File: src/rtl/tmr_cmp_pkg.sv
package tmr_cmp_pkg;

    typedef enum logic [1:0] {
        WF_NORMAL = 2'b00,
        WF_PHASE  = 2'b01,
        WF_CLEAR  = 2'b10,
        WF_FAST   = 2'b11
    } wave_kind_e;

    typedef enum logic [1:0] {
        ACT_OFF    = 2'b00,
        ACT_TOGGLE = 2'b01,
        ACT_CLEAR  = 2'b10,
        ACT_SET    = 2'b11
    } pin_act_e;

    typedef enum logic [1:0] {
        EV_HOLD,
        EV_SET,
        EV_CLEAR,
        EV_FLIP
    } pin_ev_e;

    typedef struct packed {
        logic       top_sel;
        wave_kind_e kind;
    } wave_cfg_t;

    // Both PWM encodings carry bit 0 set.
    function automatic logic is_pwm(wave_kind_e k);
        return k[0];
    endfunction

    function automatic logic chan_connected(wave_cfg_t c, pin_act_e a, logic is_a);
        logic ok;
        ok = (a != ACT_OFF);
        if (a == ACT_TOGGLE && is_pwm(c.kind))
            ok = is_a && c.top_sel;
        return ok;
    endfunction

    // Decide what happens to a channel output on this edge.
    function automatic pin_ev_e pick_event(wave_cfg_t c, pin_act_e a, logic is_a,
                                           logic hit, logic top_evt, logic step_up,
                                           logic cmp_is_top);
        pin_ev_e ev;
        ev = EV_HOLD;
        if (chan_connected(c, a, is_a)) begin
            if (a == ACT_TOGGLE) begin
                if (hit) ev = EV_FLIP;
            end else begin
                case (c.kind)
                    WF_FAST: begin
                        if (hit && !cmp_is_top)
                            ev = (a == ACT_CLEAR) ? EV_CLEAR : EV_SET;
                        if (top_evt)
                            ev = (a == ACT_CLEAR) ? EV_SET : EV_CLEAR;
                    end
                    WF_PHASE: begin
                        if (hit && !cmp_is_top)
                            ev = ((a == ACT_CLEAR) == step_up) ? EV_CLEAR : EV_SET;
                        if (top_evt && cmp_is_top)
                            ev = (a == ACT_CLEAR) ? EV_SET : EV_CLEAR;
                    end
                    default: begin
                        if (hit)
                            ev = (a == ACT_CLEAR) ? EV_CLEAR : EV_SET;
                    end
                endcase
            end
        end
        return ev;
    endfunction

endpackage

File: src/rtl/tmr_cmp_counter.sv
module tmr_cmp_counter
    import tmr_cmp_pkg::*;
#(
    parameter int W = 8
) (
    input  logic         clk,
    input  logic         rst,
    input  logic         restart,
    input  logic         tick,
    input  wave_kind_e   kind,
    input  logic [W-1:0] top,
    output logic [W-1:0] cnt,
    output logic         top_evt,
    output logic         step_up
);
    localparam logic [W-1:0] ZERO = '0;
    localparam logic [W-1:0] ONE  = W'(1);

    logic         up_q, up_d;
    logic [W-1:0] cnt_d;
    logic         at_top;

    always_comb begin
        at_top  = (cnt == top);
        step_up = 1'b1;
        if (kind == WF_PHASE)
            step_up = up_q ? !at_top : (cnt == ZERO);
        top_evt = tick && at_top && (kind != WF_PHASE || up_q);

        cnt_d = cnt;
        up_d  = up_q;
        if (restart) begin
            cnt_d = ZERO;
            up_d  = 1'b1;
        end else if (tick) begin
            if (kind == WF_PHASE) begin
                if (top == ZERO)
                    cnt_d = ZERO;
                else if (step_up)
                    cnt_d = cnt + ONE;
                else
                    cnt_d = cnt - ONE;
                if (up_q && at_top)
                    up_d = 1'b0;
                else if (!up_q && cnt == ZERO)
                    up_d = 1'b1;
            end else begin
                // Normal mode has TOP at all-ones, so the wrap is the same rule.
                cnt_d = at_top ? ZERO : cnt + ONE;
            end
        end
    end

    always_ff @(posedge clk) begin
        if (rst) begin
            cnt  <= ZERO;
            up_q <= 1'b1;
        end else begin
            cnt  <= cnt_d;
            up_q <= up_d;
        end
    end

endmodule

File: src/rtl/tmr_cmp_slot.sv
module tmr_cmp_slot #(
    parameter int W = 8
) (
    input  logic         clk,
    input  logic         rst,
    input  logic         restart,
    input  logic         wr,
    input  logic [W-1:0] wdata,
    input  logic         pwm,
    input  logic         load,
    output logic [W-1:0] live
);
    logic [W-1:0] hold_q;

    always_ff @(posedge clk) begin
        if (rst) begin
            hold_q <= '0;
            live   <= '0;
        end else begin
            if (wr)
                hold_q <= wdata;
            if (restart)
                live <= hold_q;
            else if (wr && !pwm)
                live <= wdata;
            else if (load && pwm)
                live <= hold_q;
        end
    end

endmodule

File: src/rtl/tmr_cmp_chan.sv
module tmr_cmp_chan
    import tmr_cmp_pkg::*;
#(
    parameter int W    = 8,
    parameter bit IS_A = 1'b0
) (
    input  logic         clk,
    input  logic         rst,
    input  wave_cfg_t    cfg,
    input  pin_act_e     act,
    input  logic         tick,
    input  logic [W-1:0] cnt,
    input  logic [W-1:0] live,
    input  logic [W-1:0] top,
    input  logic         top_evt,
    input  logic         step_up,
    input  logic         dir_en,
    output logic         wave,
    output logic         take,
    output logic         drv
);
    pin_ev_e ev;

    always_comb begin
        ev   = pick_event(cfg, act, IS_A, tick && (cnt == live), top_evt, step_up, live == top);
        take = chan_connected(cfg, act, IS_A);
        drv  = take && dir_en;
    end

    always_ff @(posedge clk) begin
        if (rst) begin
            wave <= 1'b0;
        end else begin
            case (ev)
                EV_SET:   wave <= 1'b1;
                EV_CLEAR: wave <= 1'b0;
                EV_FLIP:  wave <= !wave;
                default:  wave <= wave;
            endcase
        end
    end

endmodule

File: src/rtl/tmr_cmp_wave.sv
module tmr_cmp_wave
    import tmr_cmp_pkg::*;
#(
    parameter int W = 8
) (
    input  logic         clk,
    input  logic         rst,
    input  logic         tick,
    input  logic         cfg_we,
    input  logic [2:0]   cfg_wave,
    input  logic [1:0]   cfg_act_a,
    input  logic [1:0]   cfg_act_b,
    input  logic [1:0]   cmp_we,
    input  logic [W-1:0] cmp_wdata,
    input  logic [1:0]   dir_en,
    output logic [W-1:0] cnt_o,
    output logic [1:0]   wave_o,
    output logic [1:0]   pin_take_o,
    output logic [1:0]   pin_drv_o
);
    localparam int CH = 2;

    wave_cfg_t          cfg_q;
    pin_act_e           act_q [CH];
    logic               eff_tick;
    logic [W-1:0]       top_val;
    logic               top_evt;
    logic               step_up;
    logic [CH-1:0][W-1:0] live;

    always_ff @(posedge clk) begin
        if (rst) begin
            cfg_q.top_sel <= 1'b0;
            cfg_q.kind    <= WF_NORMAL;
            act_q[0]      <= ACT_OFF;
            act_q[1]      <= ACT_OFF;
        end else if (cfg_we) begin
            cfg_q.top_sel <= cfg_wave[2];
            cfg_q.kind    <= wave_kind_e'(cfg_wave[1:0]);
            act_q[0]      <= pin_act_e'(cfg_act_a);
            act_q[1]      <= pin_act_e'(cfg_act_b);
        end
    end

    always_comb begin
        eff_tick = tick && !cfg_we;
        if (cfg_q.kind == WF_CLEAR || (is_pwm(cfg_q.kind) && cfg_q.top_sel))
            top_val = live[0];
        else
            top_val = {W{1'b1}};
    end

    tmr_cmp_counter #(.W(W)) counter_i (
        .clk     (clk),
        .rst     (rst),
        .restart (cfg_we),
        .tick    (eff_tick),
        .kind    (cfg_q.kind),
        .top     (top_val),
        .cnt     (cnt_o),
        .top_evt (top_evt),
        .step_up (step_up)
    );

    for (genvar g = 0; g < CH; g++) begin : g_ch
        tmr_cmp_slot #(.W(W)) slot_i (
            .clk     (clk),
            .rst     (rst),
            .restart (cfg_we),
            .wr      (cmp_we[g]),
            .wdata   (cmp_wdata),
            .pwm     (is_pwm(cfg_q.kind)),
            .load    (top_evt),
            .live    (live[g])
        );

        tmr_cmp_chan #(.W(W), .IS_A(g == 0)) chan_i (
            .clk     (clk),
            .rst     (rst),
            .cfg     (cfg_q),
            .act     (act_q[g]),
            .tick    (eff_tick),
            .cnt     (cnt_o),
            .live    (live[g]),
            .top     (top_val),
            .top_evt (top_evt),
            .step_up (step_up),
            .dir_en  (dir_en[g]),
            .wave    (wave_o[g]),
            .take    (pin_take_o[g]),
            .drv     (pin_drv_o[g])
        );
    end

endmodule

File: config.mk
export PLATFORM = sky130hd
export DESIGN_NAME = tmr_cmp_wave
export DESIGN_NICKNAME = d
export VERILOG_FILES = /design/src/rtl/tmr_cmp_pkg.sv /design/src/rtl/tmr_cmp_counter.sv /design/src/rtl/tmr_cmp_slot.sv /design/src/rtl/tmr_cmp_chan.sv /design/src/rtl/tmr_cmp_wave.sv
export SDC_FILE = /design/constraint.sdc
export NUM_CORES = 1
export LEC_CHECK = 0
export BUFFER_PORTS_ARGS = -buffer_cell sky130_fd_sc_hd__clkbuf_2
export CAP_MARGIN = 20
export CORE_ASPECT_RATIO = 0.8
export CORE_UTILIZATION = 54
export DETAILED_ROUTE_END_ITERATION = 10
export PLACE_DENSITY = 0.77
export SETUP_SLACK_MARGIN = 0.15
export SKIP_CTS_REPAIR_TIMING = 1
export SLEW_MARGIN = 20
export SYNTH_ARGS = -nofsm -noshare
export SYNTH_HDL_FRONTEND = slang
export SYNTH_SLANG_ARGS = --single-unit
File: constraint.sdc
create_clock -name clk -period 3 [get_ports clk]
set_input_delay 0.45 -clock clk [delete_from_list [all_inputs] [get_ports clk]]
set_output_delay 0.45 -clock clk [all_outputs]
set_load 0.03 [all_outputs]
==> results.yml <==
worst_hold_path:
  holdPathStages: 3
  min_path_type: "input port to flip-flop"
  min-delay-start: "cfg_wave[1]"
yosys:
  synth-async-reset-ratio_pct: 0
  yosys.area.top_type: "dfxtp_1"
  ys_top_cells_by_area: "dfxtp_1 25%, mux2i_1 11%, nor2_1 7.1%"
  synth-edff-count: 4
  syn-instance-count: 455
  synth-main-ff-cell: "dfxtp_1"
  synth_seq_area_share_pct: 28.5
  syn_area_sq_um: 3660
  synth_nets: 480
  synth_warnings: 0
  avgSynthCellArea_sq_um: 8.04
  synth_commonest_cells: "69 x nor2_1, 46 x dfxtp_1, 41 x mux2i_1"
  ys_ff_latch: 50
  yosys.cell_types.count: 72
  synth_top_area_share_pct: 25.2
  synthMostInstantiatedCell: "nor2_1"
global_route:
  grt_pass1_wl_microns: 15800
  grt_pass1_vias: 3195
  antenna_found_initial: 0
  grt_max_degree: 40
  gr-total-overflow: 0
  grt_usage_pct: 28.4
cells_and_area:
  drive_gt1_share_pct: 21.1
  diodes: 0
  finalNetCount: 511
  regArea_sq_um: 1050
  multi_input_area_sq_um: 2380
  final_util_pct: 63.1
  final_cells: 571
  fillers: 583
  area_growth_pct: 11.7
  postLayoutCellArea_sq_um: 4090
timing:
  finalSetupViolCount: 0
  whs_ns: 0.378
  fmax_ghz: 0.369
  slew_violations: 0
  fin_crit_sh_pct: 90.3
  rsz0062_at_grt: "no"
  period_minus_slack_ns: 2.71
  relSlewSlack_pct: 49.5
  final_hold_viol_count: 0
  worstMarginPinSlew_ns: 0.752
  fin_worst_skew_ns: 0.0114
  finalSetupTns_ns: 0
floorplanning:
  io_pins: 37
  num_rows: 26
  start_util_pct: 56.5
  fp.dieH_microns: 75.6
  die_width_microns: 94.0
  die_area_sq_um: 7110
  core_area_sq_um: 6470
setup_path:
  path_max_fanout: 7
  cp-startpoint: "cfg_q[1]"
  worst_setup_path_end_kind: "flip-flop"
  crit_arrival_ns: 2.94
  startpoint_type: "flip-flop"
  r2r_start: "cfg_q[1]"
  path_class: "flip-flop to flip-flop"
  required_ns: 3.23
  r2r_cells: 10
drt:
  post-route-drc-count: 0
  drtPass1Iterations: 5
  wl_microns: 9690
  wl_per_cell_microns: 17.0
  drtIter0Drc: 297
  vias_per_cell: 6.24
  ant_nets: 0
  vias: 3563
clock_tree:
  clk_pin_slew_ns: 0.11
  cts_buffer_depth: 2
  insertion_delay_ns: 0.31
  cts_buffers: 5
  root_buffer: "clkbuf_8"
  h-tree-depth: 2
  cts_tree: "yes"
  clock_sinks: 50
power_and_ir_drop:
  peakVddDrop_mv: 0.203
  p_leak_nw: 1.63
  p_per_area_nw_per_um2: 379
run:
  drv_cap: 0
place:
  dp_cells: 560
  numPortBuffers: 36
  dpl.hpwl_microns: 6950
  dpl-instance-area_sq_um: 3960
  gp_congestion: 1.06
outcome:
  status: "finished clean"
-- state kept, by name, summed over array words and instances, names as in the netlist --
name / flops
counter_i.cnt: 8
g_ch.slot_i.hold_q: 16
g_ch.slot_i.live: 16
g_ch.chan_i.wave: 2
act_q: 4
cfg_q: 3
counter_i.up_q: 1
-- power breakdown --
part           switching [mW]  total (mW)  internal [mW]  leakage, nW
registers              0.0490       0.758          0.709        0.422
logic                   0.215       0.374          0.159         1.16
clock network           0.246       0.418          0.171       0.0462
-- critical path, stage by stage, from the launching register on --
cell and delay (ns):
dfxtp_1 0.48, mux2i_2 0.19, o21ai_0 0.24, nand4_1 0.16, a31o_4 0.27, o31ai_4 0.34
buf_4 0.22, a211oi_1 0.08, o32a_1 0.33, a21o_1 0.18, a21oi_1 0.14
-- stage by stage --
stage / power [mW] / setup slack (ns)
after floorplan: 1.04 / 0.154
after global placement: 1.12 / 0.290
after detailed placement: 1.13 / 0.169
after CTS: 1.54 / 0.160
after global routing: 1.63 / 0.172
final: 1.55 / 0.292
-- placed cells by master (no fill, tap or decap), drive strengths merged, types with 12 or more instances in the layout --
cell / netlist / layout
clkbuf: 23 / 42
dfxtp: 46 / 46
nor3: 17 / 17
nor2: 70 / 70
xnor2: 12 / 12
mux2i: 42 / 43
o21ai: 13 / 13
nor2b: 14 / 14
buf: 21 / 31
a21oi: 34 / 34
nand2: 19 / 19
nor4: 13 / 13
and2: 12 / 12
-- cells by family (layout without fill, tap and decap cells) --
family / after synthesis / after routing / synth area share, %
adder cells (fa/ha/maj): 2 / 2 / 0.684
AO/OA/AOI/OAI: 101 / 101 / 19.8
XOR/XNOR: 22 / 22 / 5.27
buffers and inverters: 53 / 84 / 7.32
AND/OR/NAND/NOR: 182 / 182 / 25.7
flip-flops: 50 / 50 / 28.5
multiplexers: 45 / 46 / 12.8
-- layout make-up --
class	count	area share, %
Multi-Input combinational cell	353	58.4
Sequential cell	50	25.7
Timing Repair Buffer	67	10.1
Tap cell	84	2.57
Clock buffer	6	1.78
Inverter	9	1.07
Clock inverter	2	0.429
-- metal layers --
| metal | wire [microns] | part of all wire (%) | vias up | global-route usage, % |
|---|---|---|---|---|
| met5 | 0 | 0 | - | 0 |
| met4 | 173 | 1.8 | 0 | 8.38 |
| met3 | 758 | 7.8 | 18 | 4.89 |
| met2 | 4370 | 45 | 180 | 45.7 |
| met1 | 4390 | 45 | 1681 | 39.3 |
| li1 | - | - | 1684 | - |
-- final timing paths --
path | slack [ns] | endpoint
worst max-delay path | 0.29 | counter_i.cnt[3]
worst min-delay path | 0.38 | cfg_q[1]
worst max register to register | 0.29 | counter_i.cnt[3]
worst min register to register | 0.50 | g_ch[1].slot_i.hold_q[1]
Power figures use the tool's default switching activity.
